==> src/rtl/adc_scan_pkg.sv <==
package adc_scan_pkg;
   localparam logic [3:0] OFS_RES_LO = 4'h0;
   localparam logic [3:0] OFS_RES_HI = 4'h1;
   localparam logic [3:0] OFS_CH_LO  = 4'h2;
   localparam logic [3:0] OFS_CH_HI  = 4'h3;
   localparam logic [3:0] OFS_FIFO   = 4'h7;
   localparam logic [3:0] OFS_CTRL   = 4'h8;
   localparam logic [3:0] OFS_INTCLK = 4'h9;
   localparam logic [3:0] OFS_CFG    = 4'hB;

   typedef enum logic [1:0] {
      SQ_IDLE = 2'd0,
      SQ_FIRE = 2'd1,
      SQ_WAIT = 2'd2
   } seq_state_t;
endpackage

==> src/rtl/adc_scan_settle.sv <==
module adc_scan_settle #(
   parameter int unsigned CYC = 16
) (
   input  logic clk,
   input  logic rst_n,
   input  logic kick,
   output logic waiting
);
   localparam int unsigned CW = $clog2(CYC + 1);

   logic [CW-1:0] cnt;

   initial begin
      if (CYC < 1) $fatal(1, "settle window must be at least one cycle");
   end

   always_ff @(posedge clk or negedge rst_n) begin
      if (!rst_n)           cnt <= '0;
      else if (kick)        cnt <= CW'(CYC);
      else if (cnt != '0)   cnt <= cnt - 1'b1;
   end

   assign waiting = (cnt != '0);

   // a write to a watched register always raises the flag next cycle
   p_kick_waits_r7: assert property (@(posedge clk) disable iff (!rst_n)
      kick |=> waiting);
endmodule

==> src/rtl/adc_scan_fifo.sv <==
module adc_scan_fifo #(
   parameter int unsigned W     = 16,
   parameter int unsigned DEPTH = 8
) (
   input  logic         clk,
   input  logic         rst_n,
   input  logic         clr,
   input  logic         push,
   input  logic [W-1:0] din,
   input  logic         pop,
   output logic [W-1:0] dout,
   output logic         empty,
   output logic         half,
   output logic         full,
   output logic         ovf
);
   localparam int unsigned AW = $clog2(DEPTH);
   localparam logic [AW:0] FULL_CNT = (AW+1)'(DEPTH);
   localparam logic [AW:0] HALF_CNT = (AW+1)'(DEPTH / 2);

   logic [DEPTH-1:0][W-1:0] slots;
   logic [AW-1:0]           wp, rp;
   logic [AW:0]             cnt;
   logic                    do_pop, do_push;

   initial begin
      if (DEPTH < 2 || (DEPTH & (DEPTH - 1)) != 0)
         $fatal(1, "FIFO depth must be a power of two, at least 2");
   end

   assign do_pop  = pop && (cnt != '0);
   assign do_push = push && ((cnt != FULL_CNT) || do_pop);

   generate
      for (genvar i = 0; i < DEPTH; i++) begin : g_slot
         logic [W-1:0] q;
         always_ff @(posedge clk or negedge rst_n) begin
            if (!rst_n)                          q <= '0;
            else if (do_push && wp == AW'(i))    q <= din;
         end
         assign slots[i] = q;
      end
   endgenerate

   always_ff @(posedge clk or negedge rst_n) begin
      if (!rst_n) begin
         wp <= '0; rp <= '0; cnt <= '0; ovf <= 1'b0;
      end else if (clr) begin
         wp <= '0; rp <= '0; cnt <= '0; ovf <= 1'b0;
      end else begin
         if (do_push) wp <= wp + 1'b1;
         if (do_pop)  rp <= rp + 1'b1;
         case ({do_push, do_pop})
            2'b10:   cnt <= cnt + 1'b1;
            2'b01:   cnt <= cnt - 1'b1;
            default: cnt <= cnt;
         endcase
         if (push && !do_push) ovf <= 1'b1;
      end
   end

   assign dout  = slots[rp];
   assign empty = (cnt == '0);
   assign full  = (cnt == FULL_CNT);
   assign half  = (cnt >= HALF_CNT);

   // a result into a full FIFO with no removal is dropped and flagged
   p_full_drop_r4: assert property (@(posedge clk) disable iff (!rst_n)
      (full && push && !pop && !clr) |=> (full && ovf));
   // removing from an empty FIFO leaves it empty
   p_pop_empty_r4: assert property (@(posedge clk) disable iff (!rst_n)
      (empty && pop && !push && !clr) |=> empty);
   // a result and a removal together on a full FIFO keep it full, no overflow
   p_push_pop_full_r4: assert property (@(posedge clk) disable iff (!rst_n)
      (full && push && pop && !clr) |=> (full && ovf == $past(ovf)));
endmodule

==> src/rtl/adc_scan_seq.sv <==
module adc_scan_seq
   import adc_scan_pkg::*;
#(
   parameter int unsigned CHAN_W = 5
) (
   input  logic              clk,
   input  logic              rst_n,
   input  logic              abort,
   input  logic              go,
   input  logic              scan_en,
   input  logic [CHAN_W-1:0] lo_chan,
   input  logic [CHAN_W-1:0] hi_chan,
   input  logic              adc_done,
   output logic              adc_start,
   output logic              busy,
   output logic              res_valid,
   output logic              scan_done,
   output logic [CHAN_W-1:0] chan
);
   seq_state_t st;
   logic       last;

   assign last      = !scan_en || (chan == hi_chan);
   assign res_valid = (st == SQ_WAIT) && adc_done;
   assign scan_done = res_valid && last;
   assign adc_start = (st == SQ_FIRE);
   assign busy      = (st != SQ_IDLE);

   always_ff @(posedge clk or negedge rst_n) begin
      if (!rst_n) begin
         st   <= SQ_IDLE;
         chan <= '0;
      end else if (abort) begin
         st <= SQ_IDLE;
      end else begin
         case (st)
            SQ_IDLE: if (go) begin
               chan <= lo_chan;
               st   <= SQ_FIRE;
            end
            SQ_FIRE: st <= SQ_WAIT;
            SQ_WAIT: if (adc_done) begin
               if (last) st <= SQ_IDLE;
               else begin
                  chan <= chan + 1'b1;
                  st   <= SQ_FIRE;
               end
            end
            default: st <= SQ_IDLE;
         endcase
      end
   end

   // a start while idle fires the converter on the low channel
   p_go_fires_r2: assert property (@(posedge clk) disable iff (!rst_n)
      (!busy && go && !abort) |=> (adc_start && chan == $past(lo_chan)));
   // a result that is not the last steps to the next channel, modulo 32
   p_step_up_r3: assert property (@(posedge clk) disable iff (!rst_n)
      (res_valid && !last && !abort) |=> (adc_start && chan == CHAN_W'($past(chan) + 1'b1)));
   // while busy and without a result, the channel does not move
   p_no_restart_r12: assert property (@(posedge clk) disable iff (!rst_n)
      (busy && !res_valid && !abort) |=> (chan == $past(chan)));
endmodule

==> src/rtl/adc_scan_ctrl.sv <==
module adc_scan_ctrl
   import adc_scan_pkg::*;
#(
   parameter int unsigned CHAN_W       = 5,
   parameter int unsigned RES_W        = 16,
   parameter int unsigned FIFO_DEPTH   = 8,
   parameter int unsigned SETTLE_CYC   = 16,
   parameter bit          SINGLE_ENDED = 1'b1
) (
   input  logic              clk,
   input  logic              rst_n,
   input  logic [3:0]        bus_addr,
   input  logic              bus_wr,
   input  logic              bus_rd,
   input  logic [7:0]        bus_wdata,
   output logic [7:0]        bus_rdata,
   input  logic              tick_int,
   input  logic              tick_ext,
   output logic              adc_start,
   output logic [CHAN_W-1:0] adc_chan,
   input  logic              adc_done,
   input  logic [RES_W-1:0]  adc_data,
   output logic [3:0]        ana_cfg,
   output logic [1:0]        scan_interval,
   output logic              irq
);
   localparam int unsigned STAT_CW = 5;

   initial begin
      if (CHAN_W < 1 || CHAN_W > STAT_CW) $fatal(1, "channel width must be 1 to 5");
      if (RES_W != 16) $fatal(1, "result must be two bytes wide");
   end

   logic [CHAN_W-1:0] lo_q, hi_q, cur_chan;
   logic [5:0]        cfg_q;
   logic              fifo_en_q, scan_en_q, ien_q, tick_mode_q, clk_sel_q;
   logic [1:0]        page_q;
   logic [RES_W-1:0]  hold_q, fifo_dout;
   logic              fifo_empty, fifo_half, fifo_full, fifo_ovf;
   logic              busy, res_valid, scan_done, settling;
   logic [1:0]        mode_bits;

   logic wr_start, wr_lo, wr_hi, wr_fifo, wr_ctrl, wr_intclk, wr_cfg;
   logic soft_rst, go, fifo_clr, fifo_pop;
   logic unused_wbits;

   assign unused_wbits = bus_wdata[6];

   assign wr_start  = bus_wr && bus_addr == OFS_RES_LO;
   assign wr_lo     = bus_wr && bus_addr == OFS_CH_LO;
   assign wr_hi     = bus_wr && bus_addr == OFS_CH_HI;
   assign wr_fifo   = bus_wr && bus_addr == OFS_FIFO;
   assign wr_ctrl   = bus_wr && bus_addr == OFS_CTRL;
   assign wr_intclk = bus_wr && bus_addr == OFS_INTCLK;
   assign wr_cfg    = bus_wr && bus_addr == OFS_CFG;
   assign soft_rst  = wr_ctrl && bus_wdata[5];

   assign go       = tick_mode_q ? (clk_sel_q ? tick_int : tick_ext) : wr_start;
   assign fifo_clr = soft_rst || (wr_fifo && bus_wdata[1]);
   assign fifo_pop = bus_rd && bus_addr == OFS_RES_HI && fifo_en_q;

   generate
      if (SINGLE_ENDED) begin : g_se
         assign mode_bits = 2'b11;
      end else begin : g_diff
         assign mode_bits = 2'b00;
      end
   endgenerate

   always_ff @(posedge clk or negedge rst_n) begin
      if (!rst_n) begin
         lo_q <= '0; hi_q <= '1; cfg_q <= '0;
         fifo_en_q <= 1'b0; scan_en_q <= 1'b0;
         ien_q <= 1'b0; tick_mode_q <= 1'b0; clk_sel_q <= 1'b0;
         page_q <= '0; irq <= 1'b0; hold_q <= '0;
      end else begin
         if (wr_lo)  lo_q  <= bus_wdata[CHAN_W-1:0];
         if (wr_hi)  hi_q  <= bus_wdata[CHAN_W-1:0];
         if (wr_cfg) cfg_q <= bus_wdata[5:0];
         if (wr_fifo) begin
            fifo_en_q <= bus_wdata[3];
            scan_en_q <= bus_wdata[2];
         end
         if (wr_intclk) begin
            ien_q       <= bus_wdata[7];
            tick_mode_q <= bus_wdata[1];
            clk_sel_q   <= bus_wdata[0];
         end
         if (wr_ctrl) page_q <= bus_wdata[1:0];
         if (soft_rst) begin
            lo_q <= '0; hi_q <= '1;
            fifo_en_q <= 1'b0; scan_en_q <= 1'b0;
            ien_q <= 1'b0; tick_mode_q <= 1'b0; clk_sel_q <= 1'b0;
         end
         if (soft_rst)                    irq <= 1'b0;
         else if (scan_done && ien_q)     irq <= 1'b1;
         else if (wr_ctrl && bus_wdata[3]) irq <= 1'b0;
         if (res_valid && !fifo_en_q) hold_q <= adc_data;
      end
   end

   adc_scan_seq #(.CHAN_W(CHAN_W)) u_seq (
      .clk(clk), .rst_n(rst_n), .abort(soft_rst), .go(go), .scan_en(scan_en_q),
      .lo_chan(lo_q), .hi_chan(hi_q), .adc_done(adc_done), .adc_start(adc_start),
      .busy(busy), .res_valid(res_valid), .scan_done(scan_done), .chan(cur_chan)
   );

   adc_scan_fifo #(.W(RES_W), .DEPTH(FIFO_DEPTH)) u_fifo (
      .clk(clk), .rst_n(rst_n), .clr(fifo_clr), .push(res_valid && fifo_en_q),
      .din(adc_data), .pop(fifo_pop), .dout(fifo_dout), .empty(fifo_empty),
      .half(fifo_half), .full(fifo_full), .ovf(fifo_ovf)
   );

   adc_scan_settle #(.CYC(SETTLE_CYC)) u_settle (
      .clk(clk), .rst_n(rst_n), .kick(wr_lo || wr_hi || wr_cfg), .waiting(settling)
   );

   always_comb begin
      case (bus_addr)
         OFS_RES_LO: bus_rdata = fifo_en_q ? fifo_dout[7:0]  : hold_q[7:0];
         OFS_RES_HI: bus_rdata = fifo_en_q ? fifo_dout[15:8] : hold_q[15:8];
         OFS_CH_LO:  bus_rdata = 8'(lo_q);
         OFS_CH_HI:  bus_rdata = 8'(hi_q);
         OFS_FIFO:   bus_rdata = {fifo_empty, fifo_half, fifo_full, fifo_ovf,
                                  fifo_en_q, scan_en_q, page_q};
         OFS_CTRL:   bus_rdata = {busy, mode_bits, STAT_CW'(cur_chan)};
         OFS_INTCLK: bus_rdata = {ien_q, 5'b0, tick_mode_q, clk_sel_q};
         OFS_CFG:    bus_rdata = {settling, 3'b0, cfg_q[3:0]};
         default:    bus_rdata = 8'h00;
      endcase
   end

   assign adc_chan      = cur_chan;
   assign ana_cfg       = cfg_q[3:0];
   assign scan_interval = cfg_q[5:4];

   // the interrupt only rises while enabled
   p_irq_needs_enable_r8: assert property (@(posedge clk) disable iff (!rst_n)
      $rose(irq) |-> $past(ien_q));
   // a clear with no completion in the same cycle drops the line
   p_irq_clear_r8: assert property (@(posedge clk) disable iff (!rst_n)
      (wr_ctrl && bus_wdata[3] && !scan_done) |=> !irq);
   // a soft reset restores the channel window and the control registers
   p_soft_reset_r10: assert property (@(posedge clk) disable iff (!rst_n)
      soft_rst |=> (hi_q == '1 && lo_q == '0 && !fifo_en_q && !ien_q && !irq && !busy));
endmodule

==> config.mk <==
export PLATFORM = sky130hd
export DESIGN_NAME = adc_scan_ctrl
export DESIGN_NICKNAME = d
export VERILOG_FILES = /design/src/rtl/adc_scan_pkg.sv /design/src/rtl/adc_scan_settle.sv /design/src/rtl/adc_scan_fifo.sv /design/src/rtl/adc_scan_seq.sv /design/src/rtl/adc_scan_ctrl.sv
export SDC_FILE = /design/constraint.sdc
export NUM_CORES = 1
export LEC_CHECK = 0
export BUFFER_PORTS_ARGS = -buffer_cell sky130_fd_sc_hd__buf_2
export CAP_MARGIN = 40
export CORE_MARGIN = 2
export CORE_UTILIZATION = 50
export DETAILED_ROUTE_END_ITERATION = 10
export PLACE_DENSITY = 0.75
export RECOVER_POWER = 50
export SYNTH_ARGS = -nofsm -noshare
export SYNTH_HDL_FRONTEND = slang
export SYNTH_SLANG_ARGS = --single-unit
==> constraint.sdc <==
create_clock -name clk -period 3.2 [get_ports clk]
set_input_delay 0.32 -clock clk [delete_from_list [all_inputs] [get_ports clk]]
set_output_delay 0.32 -clock clk [all_outputs]
set_load 0.1 [all_outputs]
* Word-level counts from Yosys, hierarchy flattened
Index checks and enable logic that the tools add are counted.
** Word-level totals
- Bits in registers :: 191
- Logic and storage cells :: 160
** Cells by class
- $add $sub $neg :: 6
- Magnitude comparators :: 2
- Equal/unequal tests :: 26
- Multiplexer cells :: 43
- Bitwise gates (word level) :: 1
- Reduce and logical (&&, ||, !) cells :: 56
** Operators with widths (number)
- $pmux 8 s8 :: 1
- $bmux 16 s3 :: 1
- $mux 5 :: 9
- $logic_and 1x1->1 :: 28
- $reduce_bool 2->1 :: 10
- $mux 1 :: 18
- $eq 4x4->1 const B :: 4
- $mux 16 :: 1
- $mux 8 :: 2
- $eq 3x3->1 const B :: 4
- $mux 3 :: 4
- $pmux 5 s2 :: 1
- $eq 4x2->1 const B :: 2
- $logic_not 4->1 :: 2
- $pmux 4 s2 :: 1
- $add 3x1->3 const B :: 2
- $eq 3x2->1 const B :: 2
- $mux 2 :: 3
- $ne 2x2->1 const B :: 3
- $ne 3x3->1 const B :: 2
- $pmux 2 s3 :: 1
- $reduce_bool 3->1 :: 2
- $add 5x1->5 const B :: 1
- $eq 5x5->1 :: 1
- 21 further kinds :: 29

* Depth between registers and ports, before layout
Gate-level depths: netlist (run 1).
- Depth after elaboration :: 10
- Gate-level depth with buffers :: 10
- Depth with buffers taken out :: 9

* Cells and area by module
From an unflattened synthesis (run 1), not the netlist that was laid out.
** Unflattened totals
- Cells, all modules :: 722
- Area total of the unflattened synthesis :: 10035.9 um2
** By module, submodules not included
- adc_scan_fifo :: instances 1, cells an instance 406, area an instance 6760.2 um2
- adc_scan_ctrl :: instances 1, cells an instance 233, area an instance 2477.4 um2
- adc_scan_seq :: instances 1, cells an instance 58, area an instance 536.8 um2
- adc_scan_settle :: instances 1, cells an instance 25, area an instance 261.5 um2

* Worst setup path after synthesis (run 1)
Ideal clock, no wire load.
- Kind :: register -> output
- From :: reg u_fifo.rp[1]
- To :: out bus_rdata[5]
- Arrival :: 3.675 ns
- Slack :: -0.795 ns
- Cell stages (with the launch flop) :: 7
- Buffers on the path :: 3
- Cells stage by stage :: dfrtp_1 clkbuf_1 clkbuf_1 clkbuf_1 mux4_2 mux2i_1 o21ai_0
** Between the ends
- Word-level cells in the longest chain between the ends :: 4
- Elaborated cells between the ends (all ways) :: 5
** RTL lines
- start: declaration :: line adc_scan_fifo.sv:22 : logic [AW-1:0] wp, rp;
- start signal: assignment :: line adc_scan_fifo.sv:52 : if (do_pop) rp <= rp + 1'b1;
- $bmux 16 s3 * :: line adc_scan_fifo.sv:62 : assign dout = slots[rp];
- $mux 16 (not written as such) * :: line adc_scan_fifo.sv:62
- $mux 8 (on tied branches) :: line adc_scan_ctrl.sv:121, adc_scan_ctrl.sv:120
- $pmux 8 s8 * :: line adc_scan_ctrl.sv:119 : case (bus_addr)
- end: declaration :: line adc_scan_ctrl.sv:16 : output logic [7:0] bus_rdata,
Mark *: on every way between the ends. The rest lies on a longest branch, timed or not. The select of a mux whose other input is x is not followed.

* Worst setup path in the final report (run 1)
- From :: reg u_settle.cnt[0]
- To :: out bus_rdata[7]
** Between the ends
- Word-level cells in the longest chain between the ends :: 2
** RTL lines
- start: declaration :: line adc_scan_settle.sv:11 : logic [CW-1:0] cnt;
- start signal: assignment :: line adc_scan_settle.sv:19 : else if (kick) cnt <= CW'(CYC);
- start signal: assignment :: line adc_scan_settle.sv:20 : else if (cnt != '0) cnt <= cnt - 1'b1;
- $reduce_bool 5->1 :: line adc_scan_settle.sv:23 : assign waiting = (cnt != '0);
- $pmux 8 s8 :: line adc_scan_ctrl.sv:119
No other way between the ends.

==> impl_metrics.toml, run 1 <==
[pwr]
p_total_mw = 7.96
ir_drop_mv = 0.443
leakage_nw = 5.06
powerDensity_nw_per_um2 = 736

[timing]
setup_viol = 0
fmax_mhz = 320
min_period_over_period_pct = 97.6
setup_slack_ns = 0.0777
finClkSkew_ns = 0.0155
min_period_ns = 3.12
final_hold_viol_count = 0
slew_headroom_pct = -52.9
finalMaxSlewViolations = 89
worstMarginPinSlew_ns = 2.29

[clocking]
clock_latency_ns = 0.44
clk_pin_slew_ns = 0.07
cts_buffer_depth = 2
cts.sinks = 191
root_buffer = "clkbuf_16"
cts_tree = "built"
cts_setup_buffers = 0
htree_levels = 4
numCtsBuffers = 17

[synthesis]
syn_area_per_cell_um2 = 13.7
ys.warnings.count = 0
synthFlopType = "dfrtp_1"
synthCells = 706
async_reset_ff_share_pct = 100
synth_cell_types = 68
ys_seq_elements = 191
synth_top_area_share_pct = 48.0
yosys.area.top_type = "dfrtp_1"
synth_nets = 753
synthTopCellsByArea = "dfrtp_1, mux2_1, mux4_2"
syn_area_um2 = 9690
synth_edf_count = 0
yosysSeqAreaShare_pct = 49.4

[drt]
drt-total-wl_um = 22800
first_iter_violations = 456
viasPerCell = 6.01
vias = 6239
first_pass_iters = 6
wl_per_cell_um = 22.0
antenna_left = 0
post-route-drc-count = 0

[placed_design]
gp_congestion = 0.947
place.detailed.hpwl_um = 15400
post-place-ws_ns = 0.470
io_buffers = 54

[floorplan]
fp.coreArea_um2 = 18900
dieArea_um2 = 20500
rows = 50
num_io_pins = 56
die_w_um = 143
die_y_um = 143
initial_utilization_pct = 51.3

[finish]
finalNetCount = 811
drive_gt1_share_pct = 31.3
synthToLayoutAreaGrowth_pct = 11.7

[setup_path]
critPathMaxFanout = 6
crit_path_end_kind = "output pin"
required_ns = 2.88
crit_arrival_ns = 2.80
crit_path_start_kind = "flop"
critPathKind = "reg -> out"
cp-startpoint = "u_settle.cnt[0]$_DFFE_PN0P_"
r2r-start = "u_seq.st[0]$_DFFE_PN0P_"

[min_path]
min_from = "bus_wdata[7]"
hp-class = "in -> reg"

[grt]
grt_overflow = 0
grt_first_pass_wirelength_um = 37100
antenna_found_initial = 0
grt_use_total_pct = 23.9
grt_start_max_net_pins = 89
grt_pass1_vias = 6640

[outcome]
status = "complete, but fails checks"
violations = "capacitance limit, slew limit"

[run]
drv_cap = 1
[metrics by stage]
stage | utilization (%) | instance area [um^2] | hold slack (ns) | cells | setup TNS (ns)
CTS | 57.4 | 10900 | 0.125 | 1037 | 0
finish | 57.3 | 10800 | 0.133 | 1038 | 0
floorplan | - | 9710 | 0.0244 | 706 | -0.0409
detailed placement | 54.4 | 10300 | 0.458 | 1004 | 0
global route | 57.3 | 10800 | 0.136 | 1037 | -0.00987
global placement | 54.4 | 10300 | 0.434 | 1004 | 0
[power breakdown]
group | switching [mW] | leakage, nW | total [mW] | internal (mW)
clock | 0.974 | 0.276 | 2.05 | 1.08
sequential | 0.493 | 2.54 | 3.49 | 3.00
combinational | 1.39 | 2.24 | 2.42 | 1.02
total | 2.86 | 5.06 | 7.96 | 5.10
[cell usage after synthesis (4+ instances only)]
library cell / instances
a211oi_1: 4
a21oi_1: 15
a221oi_1: 4
a22oi_1: 4
a32oi_1: 4
and2_1: 4
buf_2: 10
buf_4: 4
buf_6: 8
clkbuf_1: 19
dfrtp_1: 186
dfstp_2: 5
ha_1: 12
inv_1: 9
mux2_1: 78
mux2_2: 41
mux2_4: 40
mux2i_1: 34
mux4_2: 32
nand2_1: 30
nand3_1: 10
nor2_1: 45
nor2b_1: 6
nor3_1: 9
nor4_1: 4
o21ai_0: 8
o31ai_1: 5
xnor2_1: 8
xor2_1: 6
[cell type report]
| cell class | instances | area, um^2 |
|---|---|---|
| timing repair buffer | 84 | 490 |
| tap | 260 | 325 |
| clock inverter | 11 | 97.6 |
| sequential | 191 | 4790 |
| antenna | 1 | 2.50 |
| clock buffer | 21 | 470 |
| inverter | 9 | 33.8 |
| multi-input combinational | 461 | 4620 |
| fill | 1547 | 8070 |
[state kept, by name (all words and copies together) (netlist names), 2 cells and up]
signal / count
u_seq.chan: 5
cfg_q: 6
lo_q: 5
u_settle.cnt: 5
u_fifo.g_slot.q: 128
u_fifo.wp: 3
hold_q: 16
u_seq.st: 2
hi_q: 5
u_fifo.rp: 3
page_q: 2
u_fifo.cnt: 4
[kinds of logic after synthesis]
| family | after synthesis | share of synthesized area [%] |
|---|---|---|
| AND/OR/NAND/NOR | 136 | 7.58 |
| adder cells (fa/ha/maj) | 12 | 1.55 |
| AO/OA/AOI/OAI | 74 | 6.09 |
| flip-flops | 191 | 49.4 |
| buffers and inverters | 54 | 3.16 |
| XOR/XNOR | 14 | 1.27 |
| multiplexers | 225 | 31.0 |
[worst max-delay path, cell delays in order, from the launching register on]
cell      delay, ns
dfrtp_1        0.39
inv_1          0.12
ha_1           0.19
nor4b_1        0.24
buf_4          0.21
o32ai_1        0.12
a222oi_1       0.63
o221ai_2       0.24
buf_6          0.24
[per-layer routing]
layer  routed length [um]  GRT usage, %
met1                 9860          32.4
met2                11100          39.1
met3                 1250          4.16
met5                    0             0
met4                  554          8.10
[timing repair]
| item | 4_1_cts | 5_1_grt |
|---|---|---|
| pin swaps | 1 | 1 |
| hold buffers | 1 | 0 |
| cloned | 0 | 0 |
| gates resized for setup | 0 | 3 |
| hold endpoints to repair | 8 | 0 |
| endpoints found under the setup margin | 1 | 1 |
[cell usage in the layout (no fill, tap or decap), drive strengths merged, types with 6 or more instances in the layout]
master	count
mux2i	34
mux4	32
xor2	6
nand3	13
a21oi	15
inv	14
mux2	159
nor2	45
nor2b	6
nor3	10
xnor2	8
dfrtp	186
o31ai	6
o21ai	8
ha	12
nand2	30
clkbuf	30
buf	74
[path summary, 6_finish.rpt]
kind | endpoint | slack (ns) | cells past startpoint
worst min register to register | u_fifo.g_slot[3].q[15]$_DFFE_PN0P_ | 0.48 | 1
min in group asynchronous | cfg_q[5]$_DFFE_PN0P_ | 1.11 | 2
worst max-delay path | bus_rdata[7] | 0.08 | 8
max in group asynchronous | u_fifo.g_slot[4].q[14]$_DFFE_PN0P_ | 0.50 | 3
worst min-delay path | ien_q$_DFFE_PN0P_ | 0.13 | 3
worst max register to register | u_fifo.cnt[3]$_DFFE_PN0P_ | 0.57 | 9
Note: power is estimated with default switching activity, not from simulation.
==> inputs of run 2 (changes only) <==
CTS_BUF_LIST = sky130_fd_sc_hd__clkbuf_16   (was unset)
REMOVE_ABC_BUFFERS = 1   (was unset)
==> impl_metrics.toml, run 2 (synthesized netlist as in run 1, its figures left out) <==
[finish]
top_register = "u_fifo.g_slot.q"
synthToLayoutAreaGrowth_pct = 12.2
diodes = 0
fill_cells = 1511
final_common_cell = "dfrtp_1"
final_cell_mix = "dfrtp_1, mux2_1, nor2_1, buf_2, mux2_2"
ff_latch_area_um2 = 4790
drive_gt1_share_pct = 29.5
largest_reg_flops = 128
reg_top3 = "u_fifo.g_slot.q (128), hold_q (16), cfg_q (6)"
finalNetCount = 806
multi_input_area_um2 = 4590

[timing]
final_hold_viol_count = 0
setup_tns_ns = 0
finalMaxSlewViolations = 87
finClkSkew_ns = 0.00865
finalHoldWorstSlack_ns = 0.147
min_period_over_period_pct = 94.2
worstMarginPinSlew_ns = 2.20
setup_viol = 0
min_period_ns = 3.01
slew_headroom_pct = -46.6
rsz0062_at_grt = "no"
fmax_mhz = 332

[clocking]
cts.sinks = 191
clk_pin_slew_ns = 0.07
numCtsBuffers = 17
cts_tree = "built"
htree_levels = 4
root_buffer = "clkbuf_16"
cts_resized = 0
clock_latency_ns = 0.43
cts_buffer_depth = 2

[floorplan]
initial_utilization_pct = 51.3
dieArea_um2 = 20500
rows = 50
die_w_um = 143
die_y_um = 143
num_io_pins = 56
fp.coreArea_um2 = 18900

[grt]
grt_start_max_net_pins = 87
grt_first_pass_wirelength_um = 35800
grt_use_total_pct = 23.0
grt_overflow = 0
grt_pass1_vias = 6414
antenna_found_initial = 0

[pwr]
leakage_nw = 5.05
powerDensity_nw_per_um2 = 752
ir_drop_mv = 0.575

[drt]
first_iter_violations = 591
vias = 6228
drt-total-wl_um = 22500
antenna_left = 0
first_pass_iters = 5
viasPerCell = 6.03
post-route-drc-count = 0
wl_per_cell_um = 21.8

[placed_design]
io_buffers = 54
gp_congestion = 0.900
place.detailed.hpwl_um = 14700

[setup_path]
crit_path_end_kind = "output pin"
reg2regPathDepth = 9
critPathKind = "reg -> out"
cp_cell_sequence = "buf_12 -> mux4_2 -> mux2i_1 -> nand2_1 -> o211ai_1 -> o211ai_1 -> buf_2"
crit_path_start_kind = "flop"
crit_path_frequent_cell = "o211ai_1"
max_stage_delay_ns = 0.56
r2r_end = "u_fifo.cnt[3]$_DFFE_PN0P_"
r2r-start = "u_seq.st[1]$_DFFE_PN0P_"
cp_slowest_cell = "mux4_2"
timing.reg2reg.setup_slack_ns = 0.48
crit_arrival_ns = 2.69
critPathMaxFanout = 34
required_ns = 2.88

[min_path]
hp-class = "in -> reg"
hold_path_depth = 3
min_from = "bus_wdata[7]"
whs_endpoint = "ien_q$_DFFE_PN0P_"

[outcome]
violations = "capacitance limit, slew limit"
status = "complete, but fails checks"

[run]
drv_cap = 1
## run 2: changes by cell type in the layout (fill, tap and decap cells not counted), moves of 4 or more
cell	before	now
buf_12	0	4
buf_2	48	43
buf_4	24	17
clkbuf_1	7	12
## run 2: repair_timing
item,CTS,global route
hold buffers,1,0
hold endpoints to repair,48,0
buffers inserted,0,0
## run 2: worst max-delay path, delay by kind of cell, from the launching register on
| kind | cells | cell delay, ns |
|---|---|---|
| simple gates | 1 | 0.09 |
| mux | 2 | 0.73 |
| flops | 1 | 0.38 |
| buf+inv | 2 | 0.63 |
| compound gates | 2 | 0.40 |
## run 2: metal layers
layer	GRT usage, %	routed length [um]
met5	0	0
met4	6.14	397
met2	38.7	11200
met3	4.90	1340
met1	30.5	9590
## run 2: worst max-delay path by stage
stage | endpoint | cells after the start | start
2_1_floorplan | bus_rdata[2] | 5 | u_fifo.rp[0]$_DFFE_PN0P_
3_3_place_gp | u_fifo.g_slot[0].q[1]$_DFFE_PN0P_ | 8 | bus_addr[1]
3_5_place_dp | u_fifo.g_slot[0].q[2]$_DFFE_PN0P_ | 8 | bus_addr[1]
4_1_cts | bus_rdata[2] | 7 | u_fifo.rp[0]$_DFFE_PN0P_
5_1_grt | bus_rdata[3] | 7 | u_fifo.rp[0]$_DFFE_PN0P_
6_report | bus_rdata[3] | 7 | u_fifo.rp[0]$_DFFE_PN0P_
## run 2: cell type report
cell class	instances	area share, %
timing repair buffer	79	4.54
inverter	9	0.311
multi-input combinational	461	42.2
tap	260	2.99
clock buffer	17	3.91
clock inverter	15	2.04
sequential	191	44.0
## run 2: power by group
part | switching, mW | total [mW] | internal [mW]
sequential | 0.484 | 3.48 | 3.00
combinational | 1.38 | 2.40 | 1.02
clock | 1.02 | 2.29 | 1.27
## run 2: through the flow
stage / util [%] / worst slack (ns) / power (mW) / cell area [um^2] / instances
2_1_floorplan: - / -1.31 / 5.21 / 9420 / 661
3_3_place_gp: 54.3 / 0.561 / 5.75 / 10300 / 998
3_5_place_dp: 54.3 / 0.497 / 5.91 / 10300 / 999
4_1_cts: 57.8 / 0.202 / 8.21 / 10900 / 1032
5_1_grt: 57.6 / 0.0498 / 8.55 / 10900 / 1032
6_report: 57.6 / 0.187 / 8.17 / 10900 / 1032
==> inputs of run 3 (changes only) <==
clock period = 3.5 ns   (was 3.2 ns; I/O delays follow)
==> impl_metrics.toml, run 3 (synthesized netlist as in run 1, its figures left out) <==
[outcome]
status = "complete, but fails checks"
violations = "capacitance limit, slew limit"

[drt]
vias = 6208
first_iter_violations = 540
viasPerCell = 6.00
first_pass_iters = 4
wl_per_cell_um = 21.6
drt-total-wl_um = 22400
antenna_left = 0
post-route-drc-count = 0

[floorplan]
initial_utilization_pct = 51.3
dieArea_um2 = 20500
rows = 50
num_io_pins = 56
die_y_um = 143
die_w_um = 143
fp.coreArea_um2 = 18900

[pwr]
p_sw_share_pct = 35.0
ir_drop_mv = 0.408
powerDensity_nw_per_um2 = 682
comb_power_share_pct = 29.4
internal_power_mw = 4.80
p_clk_share_pct = 27.3
leakage_nw = 5.06
seqPwrFrac_pct = 43.3
p_sw_mw = 2.59

[clocking]
cts_setup_buffers = 0
root_buffer = "clkbuf_16"
cts_resized = 0
htree_levels = 4
clk_pin_slew_ns = 0.07
cts_tree = "built"
clock_latency_ns = 0.43
numCtsBuffers = 17
cts.sinks = 191
cts_buffer_depth = 2
cts_hold_repair.buffers = 0

[placed_design]
place_area_um2 = 10200
gp_congestion = 0.951
dp.cells = 1001
io_buffers = 54
place.detailed.hpwl_um = 15000

[finish]
final_util_pct = 57.3
top_register = "u_fifo.g_slot.q"
drive_gt1_share_pct = 30.9
final_common_cell = "dfrtp_1"
reg_top3 = "u_fifo.g_slot.q (128), hold_q (16), cfg_q (6)"
final_area_um2 = 10800
largest_reg_flops = 128
final_cell_mix = "dfrtp_1, mux2_1, buf_2, nor2_1, mux2_2"
finalNetCount = 807
layout.cells.non_filler = 1035
synthToLayoutAreaGrowth_pct = 11.7

[timing]
slew_headroom_pct = -51.7
final_hold_viol_count = 0
setup_viol = 0
finalMaxSlewViolations = 94
min_period_ns = 3.29
rsz0062_at_grt = "no"
setup_tns_ns = 0
finClkSkew_ns = 0.00870
finalHoldWorstSlack_ns = 0.195
min_period_over_period_pct = 94.1
fmax_mhz = 304
worstMarginPinSlew_ns = 2.27

[setup_path]
required_ns = 3.15
cp_cell_sequence = "buf_4 -> mux4_2 -> mux2i_1 -> nand2_1 -> o211ai_1 -> o211ai_1 -> buf_2"
critPathMaxFanout = 14
crit_arrival_ns = 2.94
crit_path_frequent_cell = "o211ai_1"
cp_slowest_cell = "dfrtp_2"
crit_path_end_kind = "output pin"
max_stage_delay_ns = 0.67
critPathTopFamily = "multiplexers"
critPathKind = "reg -> out"
cp_num_buf_inv = 2
crit_path_start_kind = "flop"
cp-startpoint = "u_fifo.rp[0]$_DFFE_PN0P_"
r2r-start = "u_seq.st[1]$_DFFE_PN0P_"

[grt]
grt_first_pass_wirelength_um = 35900
grt_overflow = 0
grt_start_max_net_pins = 94
grt_use_total_pct = 23.1
grt_pass1_vias = 6476
antenna_found_initial = 1

[min_path]
min_from = "bus_wdata[5]"
hp-class = "in -> reg"

[run]
drv_cap = 1
## run 3: cell types whose count changed in the layout (fill, tap and decap cells not counted), sizes merged
cell,previous run,this run
inv,15,13
clkinv,3,5
buf,65,73
diode,0,2
clkbuf,30,24
dlygate4sd3,1,0
## run 3: power groups by stage
stage	combinational (mW)	clock (mW)	sequential [mW]
2_1_floorplan	1.32	0	3.45
3_3_place_gp	2.08	0	3.16
3_5_place_dp	2.17	0	3.22
4_1_cts	2.18	2.04	3.19
5_1_grt	2.33	2.13	3.26
6_report	2.17	2.02	3.20
## run 3: layout make-up
class	count	area (um^2)
Multi-Input combinational cell	461	4600
Fill cell	1507	8070
Tap cell	260	325
Timing Repair Buffer	80	462
Clock inverter	15	189
Antenna cell	2	5.00
Inverter	9	33.8
Clock buffer	17	425
Sequential cell	191	4790
## run 3: path summary, 6_finish.rpt
path,end,slack (ns),depth (start not counted)
setup / recovery,bus_rdata[3],0.21,7
hold / removal,cfg_q[5]$_DFFE_PN0P_,0.20,2
setup reg to reg,u_fifo.g_slot[0].q[0]$_DFFE_PN0P_,0.60,6
hold reg to reg,u_fifo.g_slot[7].q[6]$_DFFE_PN0P_,0.48,1
max in group asynchronous,u_fifo.g_slot[2].q[0]$_DFFE_PN0P_,1.12,2
min in group asynchronous,cfg_q[4]$_DFFE_PN0P_,0.58,1
## run 3: routing by layer
metal / global-route usage [%] / part of all wire (%) / wire length, um / vias to the layer above
li1: - / - / - / 2728
met1: 31.0 / 43 / 9710 / 3260
met2: 38.4 / 49 / 11100 / 189
met3: 5.23 / 5.4 / 1200 / 31
met4: 5.62 / 1.7 / 379 / 0
met5: 0 / 0 / 0 / -
## run 3: through the flow
stage	total power [mW]	setup slack [ns]
2_1_floorplan	4.76	-1.04
3_3_place_gp	5.25	0.426
3_5_place_dp	5.39	0.383
4_1_cts	7.41	0.222
5_1_grt	7.72	0.0605
6_report	7.38	0.206
